**config.mk**
```make
export PLATFORM = sky130hd
export DESIGN_NAME = chan_match_ctl
export DESIGN_NICKNAME = d
export VERILOG_FILES = /design/src/rtl/cm_pkg.sv /design/src/rtl/cm_compare.sv /design/src/rtl/cm_slot.sv /design/src/rtl/cm_req.sv /design/src/rtl/chan_match_ctl.sv
export SDC_FILE = /design/constraint.sdc
export NUM_CORES = 1
export LEC_CHECK = 0
export BUFFER_PORTS_ARGS = -buffer_cell sky130_fd_sc_hd__buf_2
export CAP_MARGIN = 40
export CELL_PAD_IN_SITES_DETAIL_PLACEMENT = 1
export CELL_PAD_IN_SITES_GLOBAL_PLACEMENT = 1
export CORE_ASPECT_RATIO = 0.75
export CORE_MARGIN = 1.5
export CORE_UTILIZATION = 36
export CTS_CLUSTER_DIAMETER = 30
export DETAILED_ROUTE_END_ITERATION = 10
export PLACE_DENSITY_LB_ADDON = 0.08
export SLEW_MARGIN = 20
export SYNTH_ARGS = -nofsm -noshare
export SYNTH_HDL_FRONTEND = slang
export SYNTH_SLANG_ARGS = --single-unit
```
**constraint.sdc**
```tcl
create_clock -name clk -period 2.3 [get_ports clk]
set_input_delay 0.46 -clock clk [delete_from_list [all_inputs] [get_ports clk]]
set_output_delay 0.46 -clock clk [all_outputs]
set_load 0.02 [all_outputs]
```
**src/rtl/cm_pkg.sv**
```systemverilog
package cm_pkg;

    localparam int TB_W   = 24;
    localparam int N_SLOT = 2;

    typedef struct packed {
        logic wr;
        logic clr;
    } slot_cmd_t;

    typedef struct packed {
        logic latch;
        logic en;
    } slot_flags_t;

    function automatic logic reached(input logic [TB_W-1:0] now,
                                     input logic [TB_W-1:0] target);
        return now >= target;
    endfunction

endpackage

```
**src/rtl/cm_compare.sv**
```systemverilog
module cm_compare
    import cm_pkg::*;
(
    input  logic [TB_W-1:0] now,
    input  logic [TB_W-1:0] target,
    output logic            ge
);
    assign ge = reached(now, target);
endmodule

```
**src/rtl/cm_slot.sv**
```systemverilog
module cm_slot
    import cm_pkg::*;
#(
    parameter int TW = TB_W
) (
    input  logic          clk,
    input  logic          rst,
    input  slot_cmd_t     cmd,
    input  logic          det_off,
    input  logic          blk,
    input  logic [TW-1:0] tbase,
    input  logic [TW-1:0] wr_val,
    output slot_flags_t   flags,
    output logic [TW-1:0] val
);
    slot_flags_t   fl_q, fl_d;
    logic [TW-1:0] val_q, val_d;
    logic          ge;
    logic          hit;

    cm_compare u_cmp (
        .now    (tbase),
        .target (val_q),
        .ge     (ge)
    );

    // A hit needs an armed slot, an unblocked path and no clear this cycle.
    assign hit = fl_q.en & ge & ~blk & ~cmd.clr;

    always_comb begin
        fl_d  = fl_q;
        val_d = val_q;
        if (cmd.clr)  fl_d.latch = 1'b0;
        else if (hit) fl_d.latch = 1'b1;
        if (cmd.wr)       fl_d.en = 1'b1;
        else if (det_off) fl_d.en = 1'b0;
        else if (hit)     fl_d.en = 1'b0;
        if (cmd.wr) val_d = wr_val;
    end

    always_ff @(posedge clk) begin
        if (rst) begin
            fl_q  <= '0;
            val_q <= '0;
        end else begin
            fl_q  <= fl_d;
            val_q <= val_d;
        end
    end

    assign flags = fl_q;
    assign val   = val_q;


    a_r2_write_arms: assert property (@(posedge clk) disable iff (rst)
        cmd.wr |=> (fl_q.en && val_q == $past(wr_val)));

    a_r3_hit_latches: assert property (@(posedge clk) disable iff (rst)
        (fl_q.en && ge && !blk && !cmd.clr) |=> fl_q.latch);
    a_r3_hit_consumes: assert property (@(posedge clk) disable iff (rst)
        (fl_q.en && ge && !blk && !cmd.clr && !cmd.wr) |=> !fl_q.en);

    a_r4_rewrite_keeps_en: assert property (@(posedge clk) disable iff (rst)
        (fl_q.en && ge && !blk && !cmd.clr && cmd.wr) |=> (fl_q.latch && fl_q.en));

    a_r10_clear_wins: assert property (@(posedge clk) disable iff (rst)
        cmd.clr |=> !fl_q.latch);

    a_r7_block_holds: assert property (@(posedge clk) disable iff (rst)
        (blk && !fl_q.latch && !cmd.clr) |=> !fl_q.latch);

    a_r8_det_off: assert property (@(posedge clk) disable iff (rst)
        (det_off && !cmd.wr) |=> !fl_q.en);

    a_r9_latch_sticky: assert property (@(posedge clk) disable iff (rst)
        (fl_q.latch && !cmd.clr) |=> fl_q.latch);
endmodule

```
**src/rtl/cm_req.sv**
```systemverilog
module cm_req
    import cm_pkg::*;
#(
    parameter int N = N_SLOT
) (
    input  logic [N-1:0] latches,
    output logic         req
);
    assign req = |latches;
endmodule

```
**src/rtl/chan_match_ctl.sv**
```systemverilog
module chan_match_ctl
    import cm_pkg::*;
#(
    parameter int TW = TB_W,
    parameter int N  = N_SLOT,
    localparam int VW = TW * N
) (
    input  logic          clk,
    input  logic          rst,
    input  logic [TW-1:0] tbase,
    input  logic [TW-1:0] wr_val,
    input  logic [N-1:0]  wr_arm,
    input  logic [N-1:0]  clr_latch,
    input  logic          det_off,
    input  logic          thr_active,
    input  logic          thr_block,
    output logic [N-1:0]  latch,
    output logic [N-1:0]  enable,
    output logic [VW-1:0] match_val,
    output logic          svc_req
);
    logic blk;
    assign blk = thr_active & thr_block;

    for (genvar i = 0; i < N; i++) begin : g_slot
        slot_cmd_t   cmd;
        slot_flags_t fl;
        assign cmd.wr  = wr_arm[i];
        assign cmd.clr = clr_latch[i];

        cm_slot #(.TW(TW)) u_slot (
            .clk     (clk),
            .rst     (rst),
            .cmd     (cmd),
            .det_off (det_off),
            .blk     (blk),
            .tbase   (tbase),
            .wr_val  (wr_val),
            .flags   (fl),
            .val     (match_val[i*TW +: TW])
        );
        assign latch[i]  = fl.latch;
        assign enable[i] = fl.en;
    end

    cm_req #(.N(N)) u_req (
        .latches (latch),
        .req     (svc_req)
    );

    // the request can only fall after a clear strobe.
    a_r9_req_falls_on_clear: assert property (@(posedge clk) disable iff (rst)
        $fell(svc_req) |-> $past(|clr_latch));
endmodule

```
==> flow_metrics.env <==
export IMPL_status="completed"
export IMPL_postCtsSetupBuffers=0
export IMPL_layout_min_cycle_time_ns=2.02
export IMPL_clock_insertion_delay_worst_skew_ns=0.30
export IMPL_final_setup_viol_count=0
export IMPL_remaining_drc_errors=0
export IMPL_cts_hold_buf=0
export IMPL_power_density_nw_per_um2=546
export IMPL_avgRoutedWirePerCell_um=15.0
export IMPL_synth_top_family_by_area="adder cells"
export IMPL_ffs_latches_synth=52
export IMPL_floorplan_die_height_um=82.6
export IMPL_netlist_area_um2=3040
export IMPL_postSynthAreaPerCell_um2=8.86
export IMPL_detailedRoute_firstPassIterationCount=4
export IMPL_worst_setup_path_type="flip-flop to flip-flop"
export IMPL_synth_largest_area_cell="dfxtp_1"
export IMPL_most_common_library_cell_in_the_layout_ignoring_fill_and_taps="buf_2"
export IMPL_cp_max_fo=4
export IMPL_htree_num_levels=2
export IMPL_grt_max_degree=32
export IMPL_slew_of_the_pin_with_the_lowest_slew_margin_ns=0.621
export IMPL_global_route_usage_total=0.189
export IMPL_start_util=0.379
export IMPL_cts_buffers=5
export IMPL_cp_end_kind="flip-flop"
export IMPL_most_common_layout_cells="109 x buf_2, 57 x nor2_1, 52 x dfxtp_1"
export IMPL_ys_flop_type="dfxtp_1"
export IMPL_timing_hold_worst_class="primary input to flip-flop"
export IMPL_number_of_nets_at_the_end_of_the_flow=556
export IMPL_drv_max_cap_violation_count=0
export IMPL_yosysWarningCount=0
export IMPL_clock_sink_count=52
export IMPL_setup_clock_skew_after_layout_ns=0.00650
export IMPL_tritoncts="done"
export IMPL_areaGrowthSynthToFinish_pct=25.7
export IMPL_setup_tns_ns=0
export IMPL_synth_edf_count=0
export IMPL_vias_after_detailed_routing=2708
export IMPL_port_buffers=109
export IMPL_gr_total_overflow=0
export IMPL_routed_via_density=4.86
export IMPL_synthesis_instances=343
export IMPL_clock_tree_root_cell="clkbuf_8"
export IMPL_postSynthNetCount=448
export IMPL_drt_total_wl_mm=8.33
export IMPL_die_area_um2=9000
export IMPL_finalCritPeriodShare=0.878
export IMPL_fmax_mhz=495
export IMPL_slew_headroom=0.586
export IMPL_place_hpwl_mm=6.89
export IMPL_io_pins=110
export IMPL_ir_drop_mv=0.267
export IMPL_final_hold_violation_count=0
export IMPL_drive_above_1_share=0.277
export IMPL_antenna_cells=0
export IMPL_cts_path_max_buffers=2
export IMPL_seq_area_frac_synth=0.343
export IMPL_first_global_vias=2677
export IMPL_antenna_violations_before_repair=0
export IMPL_async_reset_ff_frac=0
export IMPL_synth_area_leaders="dfxtp_1 34%, ha_1 20%, mux2i_1 16%"
export IMPL_grt_pass1_wl_mm=13.0
export IMPL_cts_clk_slew_worst_paths_ns=0.10
export IMPL_slew_viol_final=0
export IMPL_synth_xor_area_frac=0
export IMPL_place_gp_congestion=0.834
export IMPL_drt_initial_drc_count=60
export IMPL_worst_ep_arrival_time_ns=2.23
export IMPL_yosys_area_share_adder=0.198
export IMPL_final_core_utilization=0.476
export IMPL_ant_nets=0
export IMPL_worst_setup_path_start_kind="flip-flop"
export IMPL_synth_simple_gate_area_share=0.138
export IMPL_grt_setup_unrepaired="no"
export IMPL_crit_required_ns=2.51
export IMPL_power_leakage_nw=1.96
export IMPL_core_region_area_um2=8020
export IMPL_rows=28
export IMPL_floorplan_die_width_um=109
export IMPL_share_of_yosys_cell_area_claimed_by_the_top_area_cell_type=0.343
export IMPL_synth_compound_area_share=0.0873
export IMPL_synth_mux_area_frac=0.158
export IMPL_post_cts_resized=0
export IMPL_ys_types=29
[synth_stat cells (3+ instances only)]
library cell  instances
a211oi_1              3
ha_1                 48
a21oi_1              21
clkbuf_1              8
mux2i_1              48
o21ai_0               7
nand4_1               7
buf_2                 4
nand3_1               4
dfxtp_1              52
nand2_1              14
nor2_1               57
inv_1                48
[flip-flops by register name, summed over array words and instances, names as in the netlist]
| signal | flops |
|---|---|
| g_slot.u_slot.val | 48 |
| g_slot.u_slot.flags | 4 |
[path summary, 6_finish.rpt]
path / from / to / slack (ns) / cells past startpoint
setup / recovery: g_slot[0].u_slot.val[22] / g_slot[0].u_slot.flags[0] / 0.28 / 8
hold / removal: clr_latch[0] / g_slot[0].u_slot.flags[1] / 0.37 / 2
setup reg to reg: g_slot[0].u_slot.val[22] / g_slot[0].u_slot.flags[0] / 0.28 / 8
hold reg to reg: g_slot[0].u_slot.flags[1] / g_slot[0].u_slot.flags[1] / 0.50 / 2
[through the flow]
step	cell area [µm²]	instances	power (mW)	hold slack, ns	worst slack, ns
global placement	3700	548	1.54	0.471	0.141
detailed placement	3730	549	1.56	0.494	0.0952
global route	3820	557	2.21	0.376	0.104
CTS	3820	557	2.12	0.365	0.249
floorplan	3040	343	1.34	0.554	0.360
finish	3820	557	2.08	0.371	0.279
[critical path: stages (launching register included)]
cell      delay, ns
dfxtp_1        0.38
inv_1          0.06
ha_1           0.33
nand4_2        0.16
nor4_2         0.33
o21ai_0        0.15
o311ai_1       0.11
nor4_1         0.12
o31a_1         0.28
[cells by family after synthesis]
logic type / after synthesis
AOI/OAI and AO/OA: 42
adders and majority gates: 48
buffers and inverters: 60
DFF: 52
muxes: 48
and+or+nand+nor: 93
[routing by layer]
metal / vias up / routed length [µm] / track usage
li1: 1376 / - / -
met1: 1261 / 4280 / 0.258
met2: 66 / 3560 / 0.310
met3: 5 / 449 / 0.0416
met4: 0 / 43 / 0.0329
met5: - / 0 / 0
[where the power goes]
part | switching [mW] | leakage [nW] | internal, mW
Clock | 0.307 | 0.0455 | 0.247
Combinational | 0.313 | 1.48 | 0.225
Sequential | 0.0399 | 0.429 | 0.953
[layout make-up]
class	instances	area (µm²)
fill	1021	4210
tap	105	131
timing repair buffer	113	608
multi-input combinational	231	1770
clock buffer	8	90.1
sequential	52	1040
inverter	48	180
No activity file was read; power rests on OpenSTA's default activity.
